`src/rtl/regctl_pkg.sv`:
```
package regctl_pkg;
  localparam int DATA_W = 8;
  localparam int ADDR_W = 3;
  localparam int NUM_EVT = 6;
  localparam int NUM_CTL = 3;

  typedef enum logic [ADDR_W-1:0] {
    A_SETPT = 3'd0,
    A_CTL1  = 3'd1,
    A_CTL2  = 3'd2,
    A_CTL3  = 3'd3,
    A_STAT  = 3'd4
  } reg_addr_e;

  localparam logic [NUM_EVT-1:0] STAT_DEF = 6'b000010;

  function automatic logic [DATA_W-1:0] ctl_default(input int idx);
    case (idx)
      1:       return 8'h2A;
      2:       return 8'h09;
      default: return 8'h00;
    endcase
  endfunction

  function automatic logic [DATA_W-1:0] ctl_wmask(input int idx);
    case (idx)
      1:       return 8'h7F;
      2:       return 8'h0F;
      default: return 8'h03;
    endcase
  endfunction
endpackage

```
`src/rtl/regctl_cfg_regs.sv`:
```
module regctl_cfg_regs
  import regctl_pkg::*;
#(
  parameter logic [DATA_W-1:0] SP_CODE_LO = 8'h50,
  parameter logic [DATA_W-1:0] SP_CODE_HI = 8'hA0
) (
  input  logic                          clk,
  input  logic                          rst,
  input  logic                          strap_sel,
  input  logic                          wr_en,
  input  logic [ADDR_W-1:0]             addr,
  input  logic [DATA_W-1:0]             wdata,
  output logic                          soft_rst,
  output logic [DATA_W-1:0]             setpt_q,
  output logic [NUM_CTL:1][DATA_W-1:0]  ctl_q
);
  logic strap_q;

  assign soft_rst = wr_en && (addr == A_CTL1) && wdata[DATA_W-1];

  always_ff @(posedge clk) begin
    if (rst) strap_q <= strap_sel;
  end

  always_ff @(posedge clk) begin
    if (rst)
      setpt_q <= strap_sel ? SP_CODE_HI : SP_CODE_LO;
    else if (soft_rst)
      setpt_q <= strap_q ? SP_CODE_HI : SP_CODE_LO;
    else if (wr_en && addr == A_SETPT)
      setpt_q <= wdata;
  end

  for (genvar g = 1; g <= NUM_CTL; g++) begin : g_ctl
    localparam logic [ADDR_W-1:0] MY_ADDR = ADDR_W'(g);
    always_ff @(posedge clk) begin
      if (rst || soft_rst)
        ctl_q[g] <= ctl_default(g);
      else if (wr_en && addr == MY_ADDR)
        ctl_q[g] <= wdata & ctl_wmask(g);
    end
  end
endmodule

```
`src/rtl/regctl_status_flags.sv`:
```
module regctl_status_flags
  import regctl_pkg::*;
(
  input  logic               clk,
  input  logic               rst,
  input  logic               soft_rst,
  input  logic               clr_rd,
  input  logic [NUM_EVT-1:0] evt,
  output logic [NUM_EVT-1:0] flags
);
  for (genvar g = 0; g < NUM_EVT; g++) begin : g_flag
    always_ff @(posedge clk) begin
      if (rst)
        flags[g] <= STAT_DEF[g];
      else if (soft_rst)
        flags[g] <= STAT_DEF[g] | evt[g];
      else if (clr_rd)
        flags[g] <= evt[g];
      else if (evt[g])
        flags[g] <= 1'b1;
    end
  end
endmodule

```
`src/rtl/regctl_rd_port.sv`:
```
module regctl_rd_port
  import regctl_pkg::*;
(
  input  logic                          clk,
  input  logic                          rst,
  input  logic                          rd_en,
  input  logic [ADDR_W-1:0]             addr,
  input  logic [DATA_W-1:0]             setpt_q,
  input  logic [NUM_CTL:1][DATA_W-1:0]  ctl_q,
  input  logic [NUM_EVT-1:0]            flags,
  output logic                          stat_rd,
  output logic [DATA_W-1:0]             rdata
);
  logic [DATA_W-1:0] sel;

  assign stat_rd = rd_en && (addr == A_STAT);

  always_comb begin
    case (addr)
      A_SETPT: sel = setpt_q;
      A_CTL1:  sel = ctl_q[1] & ctl_wmask(1);
      A_CTL2:  sel = ctl_q[2] & ctl_wmask(2);
      A_CTL3:  sel = ctl_q[3] & ctl_wmask(3);
      A_STAT:  sel = {{(DATA_W-NUM_EVT){1'b0}}, flags};
      default: sel = '0;
    endcase
  end

  always_ff @(posedge clk) begin
    if (rst)        rdata <= '0;
    else if (rd_en) rdata <= sel;
  end
endmodule

```
`src/rtl/regctl_top.sv`:
```
module regctl_top
  import regctl_pkg::*;
#(
  parameter logic [7:0] SP_CODE_LO = 8'h50,
  parameter logic [7:0] SP_CODE_HI = 8'hA0
) (
  input  logic       clk,
  input  logic       rst,
  input  logic       strap_sel,
  input  logic       mode_pin,
  input  logic [2:0] addr,
  input  logic [7:0] wdata,
  input  logic       wr_en,
  input  logic       rd_en,
  output logic [7:0] rdata,
  input  logic [5:0] evt_in,
  output logic [7:0] sp_code,
  output logic       ssc_en,
  output logic       sw_en,
  output logic       fpwm_eff,
  output logic       dis_en,
  output logic       hiccup_en,
  output logic [1:0] ramp_sel,
  output logic [1:0] vrange,
  output logic [1:0] ss_time,
  output logic       single_op,
  output logic       pg_blank
);
  logic                         soft_rst;
  logic                         stat_rd;
  logic [DATA_W-1:0]            setpt_q;
  logic [NUM_CTL:1][DATA_W-1:0] ctl_q;
  logic [NUM_EVT-1:0]           stat_flags;
  logic                         fpwm_q;

  regctl_cfg_regs #(.SP_CODE_LO(SP_CODE_LO), .SP_CODE_HI(SP_CODE_HI)) u_cfg (
    .clk(clk), .rst(rst), .strap_sel(strap_sel), .wr_en(wr_en), .addr(addr),
    .wdata(wdata), .soft_rst(soft_rst), .setpt_q(setpt_q), .ctl_q(ctl_q)
  );

  regctl_status_flags u_stat (
    .clk(clk), .rst(rst), .soft_rst(soft_rst), .clr_rd(stat_rd),
    .evt(evt_in), .flags(stat_flags)
  );

  regctl_rd_port u_rd (
    .clk(clk), .rst(rst), .rd_en(rd_en), .addr(addr), .setpt_q(setpt_q),
    .ctl_q(ctl_q), .flags(stat_flags), .stat_rd(stat_rd), .rdata(rdata)
  );

  always_ff @(posedge clk) begin
    if (rst) fpwm_q <= 1'b0;
    else     fpwm_q <= ctl_q[1][4] | mode_pin;
  end

  assign fpwm_eff  = fpwm_q;
  assign sp_code   = setpt_q;
  assign ssc_en    = ctl_q[1][6];
  assign sw_en     = ctl_q[1][5];
  assign dis_en    = ctl_q[1][3];
  assign hiccup_en = ctl_q[1][2];
  assign ramp_sel  = ctl_q[1][1:0];
  assign vrange    = ctl_q[2][3:2];
  assign ss_time   = ctl_q[2][1:0];
  assign single_op = ctl_q[3][1];
  assign pg_blank  = ctl_q[3][0];
endmodule

```
`config.mk`:
```
export PLATFORM = sky130hd
export DESIGN_NAME = regctl_top
export DESIGN_NICKNAME = d
export VERILOG_FILES = /design/src/rtl/regctl_pkg.sv /design/src/rtl/regctl_cfg_regs.sv /design/src/rtl/regctl_status_flags.sv /design/src/rtl/regctl_rd_port.sv /design/src/rtl/regctl_top.sv
export SDC_FILE = /design/constraint.sdc
export NUM_CORES = 1
export LEC_CHECK = 0
export BUFFER_PORTS_ARGS = -buffer_cell sky130_fd_sc_hd__buf_2
export CORE_MARGIN = 4
export CORE_UTILIZATION = 57
export CTS_BUF_LIST = sky130_fd_sc_hd__clkbuf_4 sky130_fd_sc_hd__clkbuf_8
export DETAILED_ROUTE_END_ITERATION = 7
export MAX_ROUTING_LAYER = met4
export PLACE_DENSITY = 0.87
export SETUP_SLACK_MARGIN = 0.1
export SLEW_MARGIN = 20
export SYNTH_ARGS = -nofsm -noshare
export SYNTH_HDL_FRONTEND = slang
export SYNTH_SLANG_ARGS = --single-unit
```
`constraint.sdc`:
```
create_clock -name clk -period 2.3 [get_ports clk]
set_input_delay 0.345 -clock clk [delete_from_list [all_inputs] [get_ports clk]]
set_output_delay 0.345 -clock clk [all_outputs]
set_load 0.05 [all_outputs]
```
# Yosys cells after proc, flatten, opt, wreduce, memory -nomap -nowiden
# Index checks and enable logic that the tools add are counted.
# totals
romBits,0
ff_bits,37
latchBits,0
mem_bits_rw,0
elab_cells,57
inputBits,23
memories,0
# classes
n_reduce_logical,16
n_eq_ne,4
bitwise_logic,1
n_mul,0
div_mod_pow,0
add_sub_neg,0
n_shift,0
magnitude_cmp,0
n_mux,23
# ops
operator,count
$mux 8,5
$pmux 8 s5,1
$reduce_bool 3->1,6
$mux 1,17
$eq 3x2->1 const B,2
$logic_and 1x1->1,6
$eq 3x1->1 const B,1
$eq 3x3->1 const B,1
$logic_not 3->1,1
$reduce_bool 2->1,1
$reduce_or 2->1,1
$logic_or 1x1->1,1
$or 1x1->1,1

# Depth between registers and ports, before layout
# logic_depth
depth_word,5
ltp_mapped,5

# Hierarchy
# Synthesis repeated with hierarchy kept, for this count alone.
# hier_totals
cells_unflattened,191
hier_area_um2,1865.5
# by_module_without_submodules
module,area_per_inst_um2,instances,cells_each
regctl_cfg_regs,997.2,1,95
regctl_rd_port,616.8,1,70
regctl_status_flags,221.5,1,24
regctl_top,30.0,1,2

# Least setup slack after synthesis
# OpenSTA, ideal clock, no wires.
# synth_path
path_type,input -> register
startpoint,input port addr[0]
endpoint,register u_cfg.setpt_q[0] (enable)
cell_stages,5
n_path_buf,2
setup_ps,261
t_arrival_ps,1241
slack_ps,797
path_cell_list,buf_6 and4bb_4 a21o_1 buf_6 a31o_2
# synth_between
elab_chain_len,4
elab_cells_between_ends,6
# synth_lines
element,line,source
from (decl),regctl_top.sv:11,"input logic [2:0] addr,"
$eq 3x1->1,regctl_cfg_regs.sv:19,assign soft_rst = wr_en && (addr == A_CTL1) && wdata[DATA_W-1];
$logic_and 1x1->1 (2 in series),regctl_cfg_regs.sv:19,
$reduce_bool 3->1 (no source line) (*),n/a,
to (signal assigned),regctl_cfg_regs.sv:27,setpt_q <= strap_sel ? SP_CODE_HI : SP_CODE_LO;
to (signal assigned),regctl_cfg_regs.sv:29,setpt_q <= strap_q ? SP_CODE_HI : SP_CODE_LO;
to (signal assigned),regctl_cfg_regs.sv:31,setpt_q <= wdata;
to (decl),regctl_cfg_regs.sv:14,"output logic [DATA_W-1:0] setpt_q,"
# Mark *: on every way between the ends. The rest lies on a longest branch, timed or not.
# A chain may end at the register's enable or synchronous reset.

# Worst setup path in the final report
# Same ends and word-level chain as after synthesis.

==> flow_summary.json <==
{
  "grt_max_degree": 21,
  "final_cell_mix": "buf_2, dfxtp_1, nand2_1",
  "die_w_um": 63,
  "initial_core_util_pct": 60.9,
  "total_power_mw": 1.30,
  "cts_setup_buffers": 0,
  "drive_gt1_share_pct": 34.1,
  "min_from": "evt_in[1]",
  "placed_area_um2": 1930,
  "cts_tree": "yes",
  "cap_violations": 0,
  "clock_path_buffers": 2,
  "final_area_um2": 1980,
  "crit_type": "input pin to flop",
  "reg2reg_depth": 3,
  "drt_iter0_drc": 82,
  "ys_seq_elements": 37,
  "layout_commonest_cell": "buf_2",
  "grt_pass1_vias": 1390,
  "ant_nets": 0,
  "syn-cell-area_um2": 1720,
  "drc_errors": 0,
  "power.density_nw_per_um2": 654,
  "status": "complete, no violations",
  "grt_pass1_wl_um": 6420,
  "cp_max_fo": 20,
  "synth.distinct_cells": 37,
  "area_growth_pct": 14.9,
  "cts.clk_slew.worst_paths_ps": 100,
  "cts.sinks": 37,
  "antenna_cells": 0,
  "clockRootBuffer": "clkbuf_4",
  "cp.required_ps": 2350,
  "final_util_pct": 70.0,
  "synth_area_per_cell_um2": 10.1,
  "wl_um": 3970,
  "port_buffers": 51,
  "p_leak_nw": 0.842,
  "die_h_um": 63,
  "die_area_um2": 3970,
  "relSlewSlack_pct": 65.0,
  "vias": 1429,
  "worst_pin_slew_ps": 524,
  "cp-start-kind": "input pin",
  "hold_class": "input pin to flop",
  "fin_crit_sh_pct": 63.8,
  "setup_viol": 0,
  "async_flop_share_pct": 0,
  "end_kind": "flop",
  "firstDrtPassIters": 4,
  "hold_depth": 2,
  "layout_setup_ws_ps": 833,
  "hold_slack_ps": 193,
  "ir_worst_vdd_uv": 459,
  "rows": 19,
  "hold_viol": 0,
  "reg2reg_to": "u_rd.rdata[2]",
  "synth-seq-area-share_pct": 48.2,
  "arrival_ps": 1520,
  "wl_per_cell_um": 16.2,
  "netlist_instances": 170,
  "cts_resized": 0,
  "clk_latency_ps": 350,
  "ios": 52,
  "r2r_start": "u_cfg.setpt_q[2]",
  "layout.nets": 236,
  "viasPerCell": 5.83,
  "rsz0062_at_grt": "false",
  "hold_end": "u_stat.flags[1]",
  "yosysWarnings": 0,
  "core_um2": 2830,
  "cts_htree_levels": 2,
  "min_period_ps": 1470,
  "synthFlopType": "dfxtp_1",
  "placedCellCount": 237,
  "clock_skew_ps": 10.1,
  "cts_made_buffers": 5,
  "syn_nets": 193,
  "antenna_found_initial": 0,
  "rrSetupSlack_ps": 1120,
  "pre_cts_slack_ps": 482,
  "hold_buffers": 0,
  "fin_cells": 245,
  "grt_overflow_total": 0,
  "gp_congestion": 0.897,
  "drv_slew": 0,
  "fmax_mhz": 682,
  "hpwl_um": 2990,
  "grtUsageTotal_pct": 21.4,
  "synth_edf_count": 9,
  "setup_tns_ps": 0
}
[power breakdown]
part / total, mW / internal (mW) / switching, mW
Clock: 0.333 / 0.115 / 0.218
Sequential: 0.723 / 0.702 / 0.0209
Combinational: 0.241 / 0.0793 / 0.162
Total: 1.30 / 0.896 / 0.400
[routing by layer]
| metal | wire [um] | up-vias | GRT usage (%) | share of wire, % |
|---|---|---|---|---|
| li1 | - | 695 | - | - |
| met2 | 1910 | 48 | 33.7 | 48 |
| met5 | 0 | - | - | 0 |
| met1 | 1740 | 677 | 25.7 | 44 |
| met4 | 80 | 0 | 10.5 | 2.0 |
| met3 | 243 | 9 | 4.86 | 6.1 |
[logic make-up (layout without fill, tap and decap cells)]
kind of cell / count (synthesis) / count (layout) / synth area share [%]
AO/OA/AOI/OAI: 39 / 39 / 16.3
buffers and inverters: 24 / 68 / 7.98
flip-flops: 37 / 37 / 48.2
multiplexers: 14 / 14 / 9.22
AND/OR/NAND/NOR: 56 / 56 / 18.4
[critical path: stages]
cell and delay [ps]:
buf_2 330, and4bb_4 420, a21o_1 180, a31o_2 230
[cell type report]
class,instances,area [um2]
inverter,6,22.5
fill,209,848
timing repair buffer,54,278
clock buffer,5,37.5
tap,31,38.8
sequential,37,831
clock inverter,3,17.5
multi-input combinational,109,756
[flip-flops by register name (all words and copies together) (netlist names)]
| register | cells |
|---|---|
| u_cfg.ctl_q | 13 |
| u_stat.flags | 6 |
| fpwm_eff | 1 |
| u_cfg.setpt_q | 8 |
| u_cfg.strap_q | 1 |
| u_rd.rdata | 8 |
[worst max path at each step]
| stage | start | to | slack (ps) | depth (start not counted) |
|---|---|---|---|---|
| after CTS | addr[0] | u_cfg.setpt_q[0] | 860 | 4 |
| final | addr[0] | u_cfg.setpt_q[0] | 830 | 4 |
| after floorplan | addr[0] | u_cfg.setpt_q[0] | 800 | 5 |
| after global placement | addr[0] | u_cfg.setpt_q[5] | 540 | 4 |
| after global routing | addr[0] | u_cfg.setpt_q[0] | 770 | 4 |
| after detailed placement | addr[0] | u_cfg.setpt_q[6] | 480 | 4 |
[cell usage after synthesis (all sizes together), types with 5 or more instances]
cell	count	area, um2
nand2b	5	31.3
inv	6	22.5
a21oi	11	55.1
mux2i	8	80.1
buf	11	87.6
nand2	20	75.1
dfxtp	28	561
mux2	5	56.3
nor2	8	30.0
nand3	6	30.0
edfxtp	9	270
clkbuf	7	27.5
nor4bb	5	50.1
o21ai	5	25.0
a22o	5	43.8
Note: power is estimated with default switching activity, not from simulation.
